`src/rtl/bwb_pkg.sv`:
```
package bwb_pkg;

  typedef struct packed {
    logic rom;
    logic ram;
    logic ext;
  } region_t;

endpackage

```
`src/rtl/bwb_decode.sv`:
```
module bwb_decode
  import bwb_pkg::*;
#(
  parameter int AW     = 16,
  parameter int ROM_LO = 'h0000,
  parameter int ROM_HI = 'h1FFF,
  parameter int RAM_LO = 'h8300,
  parameter int RAM_HI = 'h83FF
) (
  input  logic          req,
  input  logic [AW-1:0] addr,
  output region_t       hit
);

  logic in_rom, in_ram;

  always_comb begin
    in_rom  = (addr >= AW'(ROM_LO)) && (addr <= AW'(ROM_HI));
    in_ram  = (addr >= AW'(RAM_LO)) && (addr <= AW'(RAM_HI));
    hit.rom = req && in_rom;
    hit.ram = req && in_ram && !in_rom;
    hit.ext = req && !in_rom && !in_ram;
  end

endmodule

```
`src/rtl/bwb_seq.sv`:
```
module bwb_seq #(
  parameter int BASE_CYC = 2,
  parameter int WAIT_CYC = 1
) (
  input  logic clk,
  input  logic rst_n,
  input  logic go,
  output logic ready,
  output logic second,
  output logic capture,
  output logic last
);

  localparam int BYTE_CYC = BASE_CYC + WAIT_CYC;
  localparam int TOTAL    = 2 * BYTE_CYC;
  localparam int CW       = $clog2(TOTAL);

  logic          busy_q, busy_d;
  logic [CW-1:0] cnt_q, cnt_d, idx;
  logic          en;

  always_comb begin
    idx     = busy_q ? cnt_q : '0;
    last    = go && (idx == CW'(TOTAL - 1));
    second  = idx >= CW'(BYTE_CYC);
    capture = go && (idx == CW'(BYTE_CYC - 1));
    ready   = !go || last;
    en      = go || busy_q;
    busy_d  = 1'b0;
    cnt_d   = '0;
    if (go && !last) begin
      busy_d = 1'b1;
      cnt_d  = idx + CW'(1);
    end
  end

  always_ff @(posedge clk or negedge rst_n) begin
    if (!rst_n) begin
      busy_q <= 1'b0;
      cnt_q  <= '0;
    end else if (en) begin
      busy_q <= busy_d;
      cnt_q  <= cnt_d;
    end
  end

  // the processor is held in the first cycle of every external word
  a_r4_first_cycle_waits: assert property (@(posedge clk) disable iff (!rst_n)
    (go && !busy_q) |-> !ready);

  // after the final cycle the count restarts from the beginning
  a_r8_restart_after_last: assert property (@(posedge clk) disable iff (!rst_n)
    last |=> !busy_q);

endmodule

```
`src/rtl/bwb_gather.sv`:
```
module bwb_gather #(
  parameter int DW = 16
) (
  input  logic            clk,
  input  logic            rst_n,
  input  logic            capture,
  input  logic            last,
  input  logic            fast_sel,
  input  logic [DW/2-1:0] ext_rdata,
  input  logic [DW-1:0]   fast_rdata,
  output logic [DW-1:0]   cpu_rdata
);

  localparam int BW = DW / 2;

  logic [BW-1:0] lo_q;

  always_ff @(posedge clk or negedge rst_n) begin
    if (!rst_n) begin
      lo_q <= '0;
    end else if (capture) begin
      lo_q <= ext_rdata;
    end
  end

  always_comb begin
    if (fast_sel)  cpu_rdata = fast_rdata;
    else if (last) cpu_rdata = {ext_rdata, lo_q};
    else           cpu_rdata = '0;
  end

  // the first byte is kept exactly as it was read
  a_r7_low_byte_held: assert property (@(posedge clk) disable iff (!rst_n)
    capture |=> lo_q == $past(ext_rdata));

endmodule

```
`src/rtl/bw16to8_bridge.sv`:
```
module bw16to8_bridge
  import bwb_pkg::*;
#(
  parameter int AW       = 16,
  parameter int DW       = 16,
  parameter int BASE_CYC = 2,
  parameter int WAIT_CYC = 1,
  parameter int ROM_LO   = 'h0000,
  parameter int ROM_HI   = 'h1FFF,
  parameter int RAM_LO   = 'h8300,
  parameter int RAM_HI   = 'h83FF
) (
  input  logic            clk,
  input  logic            rst_n,
  input  logic            cpu_req,
  input  logic            cpu_we,
  input  logic [AW-1:0]   cpu_addr,
  input  logic [DW-1:0]   cpu_wdata,
  output logic [DW-1:0]   cpu_rdata,
  output logic            cpu_ready,
  output logic            rom_sel,
  output logic            ram_sel,
  input  logic [DW-1:0]   fast_rdata,
  output logic [AW-1:0]   ext_addr,
  output logic [DW/2-1:0] ext_wdata,
  input  logic [DW/2-1:0] ext_rdata,
  output logic            ext_rd,
  output logic            ext_wr
);

  localparam int BW = DW / 2;

  logic [1:0] rst_pipe;
  logic       rst_int_n;
  logic       req_ok;
  region_t    hit;
  logic       second, capture, last;

  // asynchronous assertion, synchronous release
  always_ff @(posedge clk or negedge rst_n) begin
    if (!rst_n) rst_pipe <= 2'b00;
    else        rst_pipe <= {rst_pipe[0], 1'b1};
  end
  assign rst_int_n = rst_pipe[1];
  assign req_ok    = cpu_req && rst_int_n;

  bwb_decode #(
    .AW(AW), .ROM_LO(ROM_LO), .ROM_HI(ROM_HI), .RAM_LO(RAM_LO), .RAM_HI(RAM_HI)
  ) u_decode (
    .req  (req_ok),
    .addr (cpu_addr),
    .hit  (hit)
  );

  bwb_seq #(.BASE_CYC(BASE_CYC), .WAIT_CYC(WAIT_CYC)) u_seq (
    .clk     (clk),
    .rst_n   (rst_int_n),
    .go      (hit.ext),
    .ready   (cpu_ready),
    .second  (second),
    .capture (capture),
    .last    (last)
  );

  bwb_gather #(.DW(DW)) u_gather (
    .clk        (clk),
    .rst_n      (rst_int_n),
    .capture    (capture),
    .last       (last),
    .fast_sel   (hit.rom || hit.ram),
    .ext_rdata  (ext_rdata),
    .fast_rdata (fast_rdata),
    .cpu_rdata  (cpu_rdata)
  );

  always_comb begin
    rom_sel   = hit.rom;
    ram_sel   = hit.ram;
    ext_rd    = hit.ext && !cpu_we;
    ext_wr    = hit.ext && cpu_we;
    ext_addr  = {cpu_addr[AW-1:1], !second};
    ext_wdata = second ? cpu_wdata[DW-1:BW] : cpu_wdata[BW-1:0];
  end

  // at most one destination is active
  a_r9_one_target: assert property (@(posedge clk) disable iff (!rst_int_n)
    $onehot0({rom_sel, ram_sel, ext_rd || ext_wr}));

  // the fast path never stalls the processor
  a_r2_fast_no_wait: assert property (@(posedge clk) disable iff (!rst_int_n)
    (rom_sel || ram_sel) |-> cpu_ready);

  // the first byte half targets the odd address
  a_r5_odd_first: assert property (@(posedge clk) disable iff (!rst_int_n)
    ((ext_rd || ext_wr) && !second) |-> ext_addr[0]);

  // the second byte half of a write carries the upper byte
  a_r6_upper_second: assert property (@(posedge clk) disable iff (!rst_int_n)
    (ext_wr && second) |-> (ext_wdata == cpu_wdata[DW-1:BW]));

endmodule

```
`config.mk`:
```
export PLATFORM = sky130hd
export DESIGN_NAME = bw16to8_bridge
export DESIGN_NICKNAME = d
export VERILOG_FILES = /design/src/rtl/bwb_pkg.sv /design/src/rtl/bwb_decode.sv /design/src/rtl/bwb_seq.sv /design/src/rtl/bwb_gather.sv /design/src/rtl/bw16to8_bridge.sv
export SDC_FILE = /design/constraint.sdc
export NUM_CORES = 1
export LEC_CHECK = 0
export BUFFER_PORTS_ARGS = -buffer_cell sky130_fd_sc_hd__buf_2
export CORE_MARGIN = 2
export CORE_UTILIZATION = 38
export DETAILED_ROUTE_END_ITERATION = 12
export GPL_TIMING_DRIVEN = 0
export HOLD_SLACK_MARGIN = 0.06
export PLACE_DENSITY_LB_ADDON = 0.05
export SYNTH_ARGS = -nofsm -noshare
export SYNTH_HDL_FRONTEND = slang
export SYNTH_SLANG_ARGS = --single-unit
export TNS_END_PERCENT = 5
```
`constraint.sdc`:
```
create_clock -name clk -period 2.81 [get_ports clk]
set_clock_uncertainty 0.2 [all_clocks]
set_input_delay 0.562 -clock clk [delete_from_list [all_inputs] [get_ports clk]]
set_output_delay 0.562 -clock clk [all_outputs]
set_load 0.02 [all_outputs]
```
==> results.ini, run 1 <==
[floorplanning]
placement_rows=20
fp.dieW_um=60.4
start_util_pct=39.9
die_height_um=60.4
design.die.area_mm2=0.00365
core_area_mm2=0.00303
num_io_pins=105

[setup_path]
worstPathBufferInverterCount=3
largest_delay_contributor_family_on_the_critical_path=simple AND/OR/NAND/NOR gates
worstPathRequired_ns=2.05
cp-end-kind=output port
worstPathArrival_ns=1.96
critical-path-max-stage-delay_ns=0.59
worst-r2r-cell-count=5
critical_path.startpoint_type=input pin
critical_path.max_fanout=6
path_class=in -> out
worstPathCellList=buf_2 -> or4b_4 -> o211ai_4 -> buf_4 -> o32ai_1 -> buf_2
cp_slowest_cell=or4b_4
critical_path.most_common_cell=buf_2
cp.depth=6

[clock_tree]
clock_sinks=14
clock_tree_from_tritoncts=yes
numCtsBuffers=3
clock_tree.root_cell=clkbuf_4
worst_setup_hold_path_clk_slew_ns=0.08
clock_tree.htree_level_count=1
clk_path_buf_depth=2
clock_latency_ns=0.27

[detailed_routing]
first_pass_iters=4
average_routed_wire_per_standard_cell_um=12.5
detailedRoute.firstIterationViolations=28
drt_drc=0
detail_route.wirelength_um=3570
detailroute.via_count=1364
post_route_ant_nets=0
detail_route.vias_per_cell=4.79

[pwr]
power_report.internal_total_uw=399
total_switching_power_uw=190
power_frac_comb_pct=35.4
p_per_area_mw_per_mm2=316
netSwitchingFraction_pct=32.2
seq_power_share_pct=39.9
p_leak_nw=1.09
irDropWorstVdd_mv=0.282
clkPwrFrac_pct=24.8

[global_route]
track_usage_pct=18.8
grt_antenna_before_repair=0
globalRouteOverflowTotal=0
grt_max_degree=13
first_pass_grt_wire_length_um=5200
first_global_vias=1197

[status]
outcome=finished, final reports clean

[synthesis]
syn_inst=138
netlist.area_leader.share_pct=29.0
post_synth_num_cell_types=30
mappedNetlistNets=202
syn_area_mm2=0.00121
netlist.top_cell.by_area=dfrtp_1
syn_avg_cell_area_um2=8.76
synth_top_cells_by_area=dfrtp_1 (29%), inv_1 (12%), o32ai_1 (12%), buf_4 (9.9%), mux2_2 (8.4%)
ys_seq_elements=14
synth_seq_area_share_pct=29.0
ys.warnings.count=0

[cells_and_area]
synthToLayoutAreaGrowth_pct=54.6
final_layout_size_suffix_gt1_share_pct=58.5
final_cell_area_mm2=0.00187
antenna_cells_inserted=0
layout.cells.most_common=buf_2
fillCellCount=282
finish.net_count=306
utilization_pct=61.7
layout.cells.most_common_list=buf_2 (97), inv_1 (37), buf_4 (17)

[sta]
hold_violation_count_in_the_final_report=0
max_freq_mhz=367
final-max-slew-violation-count=0
rsz0062_at_grt=false
min_period_ns=2.73
timing.final.setup_violations=0
setup_tns_ns=0
timing.final.crit_share_pct=97.0
worst_slew_pin_slew_ns=0.606
maxSlewHeadroom_pct=59.1

[placement]
portBuffers=96
globalplace.congestion=0.699
place.detailed.hpwl_um=2860
placed_cell_area_mm2=0.00174

[flow_run]
cap_viol_max_count=0

[worst_hold_path]
hold-path-cell-count=0
hold_path_class=reg -> reg

cells by family (layout without fill, tap and decap cells):
| family | Yosys count | count (layout) | synth area share [%] |
|---|---|---|---|
| buffers and inverters | 58 | 161 | 23.7 |
| AO/OA/AOI/OAI | 26 | 26 | 18.8 |
| AND/OR/NAND/NOR | 18 | 18 | 9.01 |
| multiplexers | 17 | 17 | 15.0 |
| flip-flops | 14 | 14 | 29.0 |
| adder cells (fa/ha/maj) | 4 | 4 | 4.14 |
| other | 1 | 1 | 0.310 |
path summary, 6_finish.rpt:
kind	start	endpoint	slack [ns]
max in group asynchronous	rst_pipe[1]	u_seq.busy_q	1.33
hold / removal	rst_pipe[0]	rst_pipe[1]	0.16
hold reg to reg	rst_pipe[0]	rst_pipe[1]	0.16
setup / recovery	cpu_addr[14]	cpu_rdata[15]	0.08
min in group asynchronous	rst_n	rst_pipe[1]	0.39
setup reg to reg	u_seq.busy_q	u_seq.cnt_q[2]	1.07
state kept, by name, indices dropped and copies added, names as in the netlist:
name           count
rst_pipe           2
u_gather.lo_q      8
u_seq.busy_q       1
u_seq.cnt_q        3
routing by layer:
layer / up-vias / share of wire [%] / global-route usage, %
li1: 664 / - / -
met1: 638 / 40 / 23.1
met2: 60 / 51 / 33.4
met3: 2 / 8.6 / 2.77
met4: 0 / 0.50 / 6.67
met5: - / 0 / 0
layout make-up:
cell class / instances / area [um2] / share of cell area [%]
multi-input combinational: 66 / 622 / 33.3
timing repair buffer: 100 / 515 / 27.6
sequential: 14 / 353 / 18.9
inverter: 38 / 143 / 7.64
tap: 44 / 55.1 / 2.95
buffer: 19 / 144 / 7.70
clock buffer: 4 / 36.3 / 1.94
per-stage QoR:
stage / cells / power (mW) / hold slack (ns) / worst slack, ns
floorplan: 138 / 0.357 / -0.0289 / 0.0538
finish: 285 / 0.589 / 0.160 / 0.0830
global placement: 278 / 0.431 / 0.0559 / -0.178
global route: 285 / 0.626 / 0.164 / 0.00514
detailed placement: 278 / 0.438 / 0.0708 / -0.255
CTS: 284 / 0.591 / 0.162 / 0.0125
worst register-to-register path, cell delays in order (launching register included):
cell and delay, ns:
dfrtp_2 0.44, nand2_1 0.11, inv_2 0.05, ha_1 0.21, a221o_1 0.34, a221oi_1 0.27
Yosys cell counts, drive strengths merged:
library cell and instances:
inv 38, buf 18, o32ai 16, dfrtp 14, mux2 9, mux2i 8
ha 4, nand2 4, nor2 4, a21oi 2, clkbuf 2, nor2b 2
nor3 2, a211oi 1, a221o 1, a221oi 1, and3 1, conb 1
nand4bb 1, nor4b 1, nor4bb 1, o2111a 1, o211ai 1, o21ai 1
o311a 1, o311ai 1, or2 1, or4b 1
power groups by stage:
| stage | Clock, mW | Sequential (mW) | Combinational [mW] |
|---|---|---|---|
| after floorplan | 0 | 0.238 | 0.120 |
| after global placement | 0 | 0.240 | 0.191 |
| after detailed placement | 0 | 0.242 | 0.196 |
| after CTS | 0.152 | 0.235 | 0.205 |
| after global routing | 0.159 | 0.237 | 0.230 |
| final | 0.146 | 0.235 | 0.209 |
what timing repair did:
item	4_1_cts	5_1_grt
endpoints found under the setup margin	24	24
pin swaps	1	1
endpoints found under the hold margin	14	0
buffers inserted	1	1
resized for setup	7	6
hold buffers	2	0
Note: power is estimated with default switching activity, not from simulation.
==> run 2, diff against run 1 <==
--- a/config.mk
+++ b/config.mk
@@ -8,6 +8,7 @@
 export BUFFER_PORTS_ARGS = -buffer_cell sky130_fd_sc_hd__buf_2
 export CORE_MARGIN = 2
 export CORE_UTILIZATION = 38
+export CTS_BUF_LIST = sky130_fd_sc_hd__clkbuf_16
 export DETAILED_ROUTE_END_ITERATION = 12
 export GPL_TIMING_DRIVEN = 0
 export HOLD_SLACK_MARGIN = 0.06
==> run 2 against run 1 <==
Compared with the run above:
- critical path depth stayed put
- non-clock buffer count is 1 higher
- clock power is 86% higher
- power is 22% higher
- die area stayed put
- largest power group is now the clock network
- highest routed layer unchanged
==> results.ini, run 2 (synthesis gave the netlist of run 1 again) <==
[status]
outcome=finished, final reports clean

[sta]
min_period_ns=2.75  ; +0.0247 ns
hold_violation_count_in_the_final_report=0  ; unchanged
maxSlewHeadroom_pct=53.2  ; -5.8 points
max_freq_mhz=363  ; -0.90%
setup_ws_ns=0.0583  ; -0.0247 ns
timing.final.crit_share_pct=97.9  ; +0.88 points
final-max-slew-violation-count=0  ; unchanged
timing.final.setup_violations=0  ; unchanged
rsz0062_at_grt=false
worst_slew_pin_slew_ns=0.693  ; +0.0866 ns
worst_hold_slack_ns=0.150  ; -0.00940 ns

[clock_tree]
clock_tree_from_tritoncts=yes
numCtsBuffers=3  ; unchanged
clock_tree.root_cell=clkbuf_16
clock_sinks=14  ; unchanged
clock_tree.htree_level_count=1  ; unchanged
clock_latency_ns=0.24  ; -0.03 ns
clk_path_buf_depth=2  ; unchanged
worst_setup_hold_path_clk_slew_ns=0.05  ; -0.03 ns

[floorplanning]
design.die.area_mm2=0.00365  ; unchanged
placement_rows=20  ; unchanged
fp.dieW_um=60.4  ; unchanged
num_io_pins=105  ; unchanged
start_util_pct=39.9  ; unchanged
die_height_um=60.4  ; unchanged
core_area_mm2=0.00303  ; unchanged

[setup_path]
cp_slowest_cell=or4b_4
cp-end-kind=output port
critical_path.most_common_cell=buf_2
cp.depth=6  ; unchanged
worstPathCellList=buf_2 -> or4b_4 -> o211ai_4 -> buf_4 -> o32ai_1 -> buf_2
worstPathRequired_ns=2.05  ; about the same
critical-path-max-stage-delay_ns=0.59  ; about the same
worst-r2r-cell-count=5  ; unchanged
critical_path.max_fanout=6  ; unchanged
critical_path.startpoint_type=input pin
path_class=in -> out
worstPathArrival_ns=1.99  ; +0.03 ns
largest_delay_contributor_family_on_the_critical_path=simple AND/OR/NAND/NOR gates
worstPathBufferInverterCount=3  ; unchanged

[pwr]
irDropWorstVdd_mv=0.557  ; +98%
p_leak_nw=1.12  ; +2.4%
p_per_area_mw_per_mm2=374  ; +18%

[cells_and_area]
number_of_flip_flops_in_the_largest_register=8  ; unchanged
layout.cells.most_common_list=buf_2 (97), inv_1 (38), buf_4 (18)
layout.cells.most_common=buf_2
finish.net_count=307  ; +0.33%
final_layout_size_suffix_gt1_share_pct=57.4  ; -1.1 points
antenna_cells_inserted=0  ; unchanged
reg_top3=u_gather.lo_q x8, u_seq.cnt_q x3, rst_pipe x2
synthToLayoutAreaGrowth_pct=58.6
largest_reg_by_ff_count=u_gather.lo_q

[global_route]
grt_antenna_before_repair=0  ; unchanged
first_global_vias=1201  ; +0.33%
grt_max_degree=13  ; unchanged
track_usage_pct=18.4  ; -0.36 points
globalRouteOverflowTotal=0  ; unchanged
first_pass_grt_wire_length_um=5150  ; -0.92%

[placement]
globalplace.congestion=0.699  ; unchanged
portBuffers=96  ; unchanged
place.detailed.hpwl_um=2860  ; unchanged
dp_worst_setup_slack_ns=-0.255  ; unchanged

[detailed_routing]
detailroute.via_count=1379  ; +1.1%
first_pass_iters=4  ; unchanged
detailedRoute.firstIterationViolations=36  ; +29%
average_routed_wire_per_standard_cell_um=12.6  ; +0.77%
detail_route.wirelength_um=3610  ; +1.1%
detail_route.vias_per_cell=4.82  ; +0.75%
drt_drc=0  ; unchanged
post_route_ant_nets=0  ; unchanged

[worst_hold_path]
hold-path-cell-count=0  ; unchanged
hold_path_class=reg -> reg

[flow_run]
cap_viol_max_count=0  ; unchanged

==> run 2: final cells by class <==
type	instances	area, um2
Fill cell	279	1110
Tap cell	44	55.1
Sequential cell	14	352
Timing Repair Buffer	101	523
Buffer	19	144
Clock inverter	1	3.75
Clock buffer	3	75.1
Inverter	38	143
Multi-Input combinational cell	66	622
==> run 2: what timing repair did <==
item | 4_1_cts | 5_1_grt
pin swaps | 0 | 2
buffers inserted | 0 | 3
hold buffers | 2 | 0
endpoints found under the setup margin | 24 | 20
gates resized for setup | 6 | 5
hold endpoints to repair | 14 | 0
==> run 2: per-layer routing <==
metal / vias to the layer above / global-route usage (%) / routed length [um]
li1: 664 / - / -
met1: 649 / 22.4 / 1430
met2: 64 / 33.9 / 1840
met3: 2 / 4.05 / 323
met4: 0 / 2.86 / 15
met5: - / 0 / 0
==> run 2: final timing paths <==
kind / from / to / slack (ns)
max: cpu_addr[14] / cpu_rdata[15] / 0.06
min: rst_pipe[0] / rst_pipe[1] / 0.15
max reg2reg: u_seq.busy_q / u_seq.cnt_q[2] / 1.07
min reg2reg: rst_pipe[0] / rst_pipe[1] / 0.15
max in group asynchronous: rst_pipe[1] / u_seq.cnt_q[2] / 1.37
min in group asynchronous: rst_n / rst_pipe[0] / 0.44
==> run 2: metrics by stage <==
| step | area (um2) | TNS [ns] | std cells | total power, mW | utilization [%] |
|---|---|---|---|---|---|
| 2_1_floorplan | 1210 | 0 | 138 | 0.357 | - |
| 3_3_place_gp | 1740 | -1.74 | 278 | 0.431 | 57.6 |
| 3_5_place_dp | 1740 | -2.66 | 278 | 0.438 | 57.6 |
| 4_1_cts | 1870 | 0 | 283 | 0.715 | 61.7 |
| 5_1_grt | 1920 | 0 | 286 | 0.751 | 63.3 |
| 6_report | 1920 | 0 | 286 | 0.716 | 63.3 |
==> run 2: where the power goes <==
part	internal, mW	switching, mW	total [mW]
logic	0.0973	0.113	0.210
clock network	0.188	0.0826	0.271
registers	0.225	0.0105	0.235
